==> src/rtl/uwm_pkg.sv <==
package uwm_pkg;
  localparam int FRAME_W = 27;
  localparam int HDR_W   = 11;
  localparam int ADDR_W  = 8;
  localparam int WORD_W  = 16;
  localparam int LEN_W   = $clog2(FRAME_W + 1);

  typedef enum logic [2:0] {
    OP_READ = 3'd0, OP_WRITE = 3'd1, OP_WEN = 3'd2, OP_WDS = 3'd3,
    OP_PR_EN = 3'd4, OP_PR_CLR = 3'd5, OP_PR_SET = 3'd6, OP_RSVD = 3'd7
  } op_e;

  typedef enum logic [2:0] {S_IDLE, S_TX, S_RX, S_POLL, S_GAP} st_e;

  typedef struct packed {
    logic             poll;
    logic             rd;
    logic             pe;
    logic             last;
    logic [LEN_W-1:0] len;
    logic [FRAME_W-1:0] bits;  // left aligned, first bit at FRAME_W-1
  } step_t;

  localparam logic [HDR_W-1:0] PAT_WEN  = 11'b100_1111_1111;
  localparam logic [HDR_W-1:0] PAT_WDS  = 11'b100_0000_0000;
  localparam logic [HDR_W-1:0] PAT_PCLR = 11'b111_1111_1111;
  localparam logic [HDR_W-1:0] PAT_PSET = 11'b101_0000_0000;

  function automatic step_t tx_short(logic [HDR_W-1:0] p, logic pe, logic last);
    step_t s;
    s.poll = 1'b0;
    s.rd   = 1'b0;
    s.pe   = pe;
    s.last = last;
    s.len  = LEN_W'(HDR_W);
    s.bits = {p, {(FRAME_W-HDR_W){1'b0}}};
    return s;
  endfunction

  function automatic step_t poll_step(logic last);
    step_t s;
    s      = '0;
    s.poll = 1'b1;
    s.last = last;
    return s;
  endfunction
endpackage

==> src/rtl/uwm_tick.sv <==
module uwm_tick #(
  parameter int DIV_W = 8
) (
  input  logic             clk_i,
  input  logic             rst_ni,
  input  logic             clr_i,
  input  logic [DIV_W-1:0] div_i,
  output logic             tick_o
);
  logic [DIV_W-1:0] cnt_q;

  assign tick_o = (cnt_q == div_i);

  always_ff @(posedge clk_i or negedge rst_ni) begin
    if (!rst_ni)               cnt_q <= '0;
    else if (clr_i || tick_o)  cnt_q <= '0;
    else                       cnt_q <= cnt_q + DIV_W'(1);
  end
endmodule

==> src/rtl/uwm_step_rom.sv <==
module uwm_step_rom
  import uwm_pkg::*;
(
  input  op_e               op_i,
  input  logic [1:0]        idx_i,
  input  logic [ADDR_W-1:0] addr_i,
  input  logic [WORD_W-1:0] data_i,
  output step_t             step_o
);
  step_t wr_frame;

  always_comb begin
    wr_frame      = tx_short('0, 1'b0, 1'b0);
    wr_frame.len  = LEN_W'(FRAME_W);
    wr_frame.bits = {3'b101, addr_i, data_i};
  end

  always_comb begin
    step_o = tx_short(PAT_WDS, 1'b0, 1'b1);
    case (op_i)
      OP_READ: begin
        step_o    = tx_short({3'b110, addr_i}, 1'b0, 1'b1);
        step_o.rd = 1'b1;
      end
      OP_WRITE:
        case (idx_i)
          2'd0:    step_o = tx_short(PAT_WEN, 1'b0, 1'b0);
          2'd1:    step_o = wr_frame;
          2'd2:    step_o = poll_step(1'b0);
          default: step_o = tx_short(PAT_WDS, 1'b0, 1'b1);
        endcase
      OP_WEN: step_o = tx_short(PAT_WEN, 1'b0, 1'b1);
      OP_PR_EN:
        if (idx_i == 2'd0) step_o = tx_short(PAT_WEN, 1'b0, 1'b0);
        else               step_o = tx_short(PAT_WEN, 1'b1, 1'b1);
      OP_PR_CLR, OP_PR_SET:
        case (idx_i)
          2'd0:    step_o = tx_short(PAT_WEN, 1'b0, 1'b0);
          2'd1:    step_o = tx_short(PAT_WEN, 1'b1, 1'b0);
          2'd2:    step_o = tx_short((op_i == OP_PR_CLR) ? PAT_PCLR : PAT_PSET, 1'b1, 1'b0);
          default: step_o = poll_step(1'b1);
        endcase
      default: step_o = tx_short(PAT_WDS, 1'b0, 1'b1);
    endcase
  end
endmodule

==> src/rtl/uwire_eeprom_master.sv <==
module uwire_eeprom_master
  import uwm_pkg::*;
#(
  parameter int DIV_W  = 8,
  parameter int POLL_W = 16
) (
  input  logic              clk_i,
  input  logic              rst_ni,
  input  logic [DIV_W-1:0]  div_i,
  input  logic [POLL_W-1:0] poll_limit_i,
  input  logic              req_valid_i,
  input  logic [2:0]        req_op_i,
  input  logic [ADDR_W-1:0] req_addr_i,
  input  logic [WORD_W-1:0] req_wdata_i,
  output logic              req_ready_o,
  output logic              done_o,
  output logic              error_o,
  output logic [WORD_W-1:0] rdata_o,
  output logic              cs_o,
  output logic              sk_o,
  output logic              di_o,
  output logic              dout_en_o,
  output logic              pe_o,
  input  logic              do_i
);
  localparam int LOOKAHEAD = 2;

  st_e               st_q;
  op_e               op_q;
  logic [ADDR_W-1:0] addr_q;
  logic [WORD_W-1:0] wdata_q, rdata_q;
  logic [1:0]        step_q, ph_q;
  logic [LEN_W-1:0]  bit_q, bit_idx;
  logic [POLL_W-1:0] poll_cnt_q;
  logic              err_q, done_q, tick, accept, poll_expired;
  step_t             step_w [LOOKAHEAD];
  step_t             cur, nxt;

  assign accept = req_valid_i && (st_q == S_IDLE);

  uwm_tick #(.DIV_W(DIV_W)) u_tick (
    .clk_i(clk_i), .rst_ni(rst_ni), .clr_i(accept), .div_i(div_i), .tick_o(tick)
  );

  // current step and the one after it
  for (genvar g = 0; g < LOOKAHEAD; g++) begin : g_rom
    uwm_step_rom u_rom (
      .op_i(op_q), .idx_i(step_q + 2'(g)), .addr_i(addr_q),
      .data_i(wdata_q), .step_o(step_w[g])
    );
  end
  assign cur = step_w[0];
  assign nxt = step_w[1];

  assign bit_idx      = LEN_W'(FRAME_W - 1) - bit_q;
  assign poll_expired = ({1'b0, poll_cnt_q} + (POLL_W+1)'(1)) >= {1'b0, poll_limit_i};

  always_ff @(posedge clk_i or negedge rst_ni) begin
    if (!rst_ni) begin
      st_q       <= S_IDLE;
      op_q       <= OP_READ;
      addr_q     <= '0;
      wdata_q    <= '0;
      rdata_q    <= '0;
      step_q     <= '0;
      ph_q       <= '0;
      bit_q      <= '0;
      poll_cnt_q <= '0;
      err_q      <= 1'b0;
      done_q     <= 1'b0;
    end else begin
      done_q <= 1'b0;
      case (st_q)
        S_IDLE:
          if (accept) begin
            op_q    <= op_e'(req_op_i);
            addr_q  <= req_addr_i;
            wdata_q <= req_wdata_i;
            step_q  <= '0;
            bit_q   <= '0;
            ph_q    <= '0;
            err_q   <= 1'b0;
            st_q    <= S_TX;
          end
        S_TX:
          if (tick) begin
            if (ph_q != 2'd2) ph_q <= ph_q + 2'd1;
            else begin
              ph_q <= '0;
              if (bit_q == cur.len - LEN_W'(1)) begin
                bit_q <= '0;
                st_q  <= cur.rd ? S_RX : S_GAP;
              end else bit_q <= bit_q + LEN_W'(1);
            end
          end
        S_RX:
          if (tick) begin
            if (ph_q == 2'd0) begin
              rdata_q <= {rdata_q[WORD_W-2:0], do_i};
              ph_q    <= 2'd1;
            end else begin
              ph_q <= '0;
              if (bit_q == LEN_W'(WORD_W - 1)) st_q <= S_GAP;
              else bit_q <= bit_q + LEN_W'(1);
            end
          end
        S_POLL:
          if (tick) begin
            if (do_i) st_q <= S_GAP;
            else if (poll_expired) begin
              err_q <= 1'b1;
              st_q  <= S_GAP;
            end else poll_cnt_q <= poll_cnt_q + POLL_W'(1);
          end
        S_GAP:
          if (tick) begin
            if (cur.last) begin
              st_q   <= S_IDLE;
              done_q <= 1'b1;
            end else begin
              step_q     <= step_q + 2'd1;
              bit_q      <= '0;
              ph_q       <= '0;
              poll_cnt_q <= '0;
              st_q       <= nxt.poll ? S_POLL : S_TX;
            end
          end
        default: st_q <= S_IDLE;
      endcase
    end
  end

  assign cs_o        = (st_q == S_TX) || (st_q == S_RX) || (st_q == S_POLL);
  assign sk_o        = ((st_q == S_TX) && (ph_q == 2'd1)) || ((st_q == S_RX) && (ph_q == 2'd0));
  assign di_o        = (st_q == S_TX) && cur.bits[bit_idx];
  assign dout_en_o   = (st_q == S_TX);
  assign pe_o        = (st_q == S_TX) && cur.pe;
  assign req_ready_o = (st_q == S_IDLE);
  assign done_o      = done_q;
  assign error_o     = done_q && err_q;
  assign rdata_o     = rdata_q;
endmodule

==> config.mk <==
export PLATFORM = sky130hd
export DESIGN_NAME = uwire_eeprom_master
export DESIGN_NICKNAME = d
export VERILOG_FILES = /design/src/rtl/uwm_pkg.sv /design/src/rtl/uwm_tick.sv /design/src/rtl/uwm_step_rom.sv /design/src/rtl/uwire_eeprom_master.sv
export SDC_FILE = /design/constraint.sdc
export NUM_CORES = 1
export LEC_CHECK = 0
export ABC_AREA = 1
export CAP_MARGIN = 20
export CORE_MARGIN = 4
export CORE_UTILIZATION = 58
export CTS_CLUSTER_SIZE = 30
export DETAILED_ROUTE_END_ITERATION = 6
export DONT_BUFFER_PORTS = 1
export PLACE_DENSITY = 0.76
export SYNTH_ARGS = -nofsm -noshare
export SYNTH_HDL_FRONTEND = slang
export SYNTH_SLANG_ARGS = --single-unit
==> constraint.sdc <==
create_clock -name clk_i -period 2.75 [get_ports clk_i]
set_input_delay 0.1375 -clock clk_i [delete_from_list [all_inputs] [get_ports clk_i]]
set_output_delay 0.1375 -clock clk_i [all_outputs]
set_load 0.02 [all_outputs]
==> qor.yml <==
grt_overflow: 0
utilization: 0.740
p_leak_nw: 3.27
min_path_cells: 4
yosys.area_share.simple: 0.228
synth_mux_area_frac: 0.0787
total_power_mw: 4.68
grt_pass1_vias: 4491
fin_crit_ns: 3.02
setup_slack_ns: -0.272
start_util: 0.593
synth_warnings: 0
rsz0062_at_grt: "yes"
path_class: "register to register"
r2r-end: "poll_cnt_q[12]"
r2r_start: "poll_cnt_q[0]"
routed-wl-met3_um: 832
rows: 34
synthTopCellsByArea: "dfrtp_1 (39%), nand2_1 (9.3%), mux2_2 (7.9%)"
io_buffers: 0
arrival_ns: 3.31
htreeDepth: 3
min_to: "done_o"
critPathSlowestCell: "dfrtp_1"
hold_class: "input port to register"
hold_viol: 0
ios: 79
ant_nets: 0
finalCritPeriodShare: 1.10
root_buffer: "clkbuf_8"
synthXorXnorAreaFrac: 0.0374
viasPerCell: 5.49
areaGrowthSynthToFinish_pct: 24.6
r2r_cells: 20
crit_path_end_kind: "register"
antenna_found_initial: 0
nFillCells: 610
power.density_nw_per_um2: 730
diodes: 0
drtIter0Drc: 252
fin_cells: 808
syn_inst: 614
wl_met2_um: 6090
max_freq_mhz: 331
cp.buffers_inverters: 4
synth_fp_nets: 696
ys_ff_latch: 81
tightest_slew_ns: 0.565
synth_top_family_by_area: "simple AND/OR/NAND/NOR gates"
cts_tree: "done"
slew_headroom: 0.624
place_inst: 743
synth-adder-area-share: 0.0656
grt_use_total: 0.243
hpwl_um: 8250
via_count: 4438
clk_latency_ns: 0.35
cp_slowest_stage_delay_ns: 0.42
syn-mean-instance-area_um2: 8.39
gp_congestion: 0.931
rrSetupSlack_ns: -0.27
die_h_um: 102
status: "complete, but fails checks"
numCtsBuffers: 9
drt-total-wl_um: 12200
seq_area_frac_synth: 0.394
clockBufferDepth: 2
synth_top_area_cell: "dfrtp_1"
drt_first_pass_iters: 5
cp-start-kind: "register"
die_x_um: 102
failed_checks: "negative setup slack"
ir_worst_vdd_v: 0.000618
drive_gt1_frac: 0.269
path_clk_slew_ns: 0.09
drv_cap: 0
clock_skew_ns: 0.00960
avgRoutedWirePerCell_um: 15.1
routed.top_layer: "met4"
grt_pass1_wl_um: 20200
cp_common_cell: "nand2_1"
crit_chain: "inv_1 > nor2_2 > nand3_2 > nor2_2 > nand4_1 > buf_4 > nor2_1 > nand2_1 > xor2_1 > inv_2 > ha_4 > nand4_1 > nor4_2 > nand2_1 > nand3_2 > nand2_2 > nand2_4 > buf_6 > nand2_1 > o21ai_2"
synth_top_cell_area_share: 0.394
crit_required_ns: 3.03
core_area_um2: 8680
drc_errors: 0
synth-compound-area-share: 0.105
nets: 778
path_delay_family: "simple AND/OR/NAND/NOR gates"
die_area_um2: 10500
cts.sinks: 81
cp_max_fo: 7
netlist-cell-type-count: 40
worstHoldStart: "div_i[1]"
finalSetupViolations: 20
wirelength_met1_um: 5060
syn_area_um2: 5150
grt_max_degree: 82
drv_slew: 0
[layout by cell type (no fill, tap or decap), types with 3 or more instances in the layout]
cell           instances
o22ai_1                4
o21ai_2               17
nand3_1               22
inv_1                 87
o21ai_0               22
nand2_2               10
dfrtp_1               81
buf_4                 49
ha_1                  20
mux2_2                36
nand2_1              118
inv_2                  9
a21oi_1               25
nor2_2                 9
nor3_1                 6
nor2_1                43
dlygate4sd3_1         29
a221o_1                4
o211ai_1               3
clkbuf_8               9
nand3b_1               4
nand3_2                3
bufinv_16              3
nand2_4                8
o21ai_1                6
xor2_1                18
ha_4                   6
nand4_1               11
[power by group]
part / internal [mW] / leakage, nW / switching (mW)
Clock: 0.605 / 0.116 / 0.448
Sequential: 1.51 / 1.04 / 0.244
Combinational: 0.779 / 2.12 / 1.10
Total: 2.89 / 3.27 / 1.79
[kinds of logic (layout without fill, tap and decap cells)]
logic type,count (synthesis),in the layout
simple gates,251,251
flops,81,81
xor+xnor,22,22
mux,36,36
fa+ha+maj,27,27
compound gates,87,87
buf+inv,110,196
[synthesized netlist by cell type]
master    instances
nand3b_1          4
a22oi_1           1
o22ai_1           4
o21ai_0          25
dfrtp_1          81
o211ai_1          3
nand4_2           2
nand2_2           6
nor3_4            2
a21oi_1          27
nor3b_1           3
a211oi_2          1
o21bai_1          1
buf_4             2
nand2_4           3
buf_6             6
mux2_2           36
nor2_1           44
xnor2_1           2
nor3_1            8
clkbuf_1          2
clkinv_1          1
ha_1             27
xor2_1           20
a221o_1           4
nor4_1            3
a31oi_1           1
buf_2             3
inv_1            89
o21ai_1           4
and3_1            2
nand3_2           3
nand2_1         127
inv_2             7
o21ai_2          16
nand4_1          11
nor2_4            1
or2_2             1
nand3_1          23
nor2_2            8
[sequential cells by signal, indices dropped and copies added (netlist names)]
register	flops
ph_q	2
rdata_o	16
poll_cnt_q	16
err_q	1
bit_q	5
step_q	2
u_tick.cnt_q	8
wdata_q	16
st_q	3
done_o	1
op_q	3
addr_q	8
[through the flow]
stage	hold WS, ns	worst slack, ns	setup TNS [ns]	instance area (um^2)
after global routing	0.265	-0.403	-7.33	6420
final	0.239	-0.272	-4.20	6420
after detailed placement	-0.155	-0.276	-5.04	5470
after global placement	-0.156	-0.267	-4.92	5470
after floorplan	-0.158	0.0328	0	5160
after CTS	0.226	-0.0953	-1.47	6340
[area by class of cell]
cell class,count,area (um^2),share of cell area
multi-input combinational,423,2870,0.448
sequential,81,2030,0.316
timing repair buffer,84,776,0.121
inverter,97,368,0.0573
tap,108,135,0.0211
clock buffer,9,124,0.0193
clock inverter,6,115,0.0179
[routing by layer]
layer | vias up | GRT usage
met5 | - | 0
li1 | 2165 | -
met1 | 2097 | 0.294
met2 | 150 | 0.417
met3 | 26 | 0.0635
met4 | 0 | 0.0888
[how the worst max path moves through the flow]
stage	start	to	slack (ns)	depth (start not counted)
final	poll_cnt_q[0]	poll_cnt_q[12]	-0.27	20
after global routing	poll_cnt_q[0]	poll_cnt_q[4]	-0.40	19
after CTS	poll_cnt_q[1]	poll_cnt_q[1]	-0.1	19
after detailed placement	poll_cnt_q[0]	poll_cnt_q[2]	-0.28	17
after global placement	poll_cnt_q[0]	poll_cnt_q[12]	-0.27	17
after floorplan	poll_cnt_q[0]	poll_cnt_q[10]	0.03	17
[timing repair]
| item | CTS | global route |
|---|---|---|
| gates cloned | 1 | 0 |
| gates resized for setup | 29 | 17 |
| buffers inserted | 19 | 1 |
| setup endpoints to repair | 20 | 21 |
| pin swaps | 26 | 16 |
| endpoints found under the hold margin | 110 | 0 |
| hold buffers | 30 | 0 |
[worst reg2reg max path, delay by kind of cell (launching register included)]
| family | cells | cell delay [ns] |
|---|---|---|
| simple gates | 13 | 1.52 |
| fa+ha+maj | 1 | 0.29 |
| compound gates | 1 | 0.06 |
| buf+inv | 4 | 0.51 |
| flops | 1 | 0.42 |
| xor+xnor | 1 | 0.17 |
(Power assumes the default switching activity.)
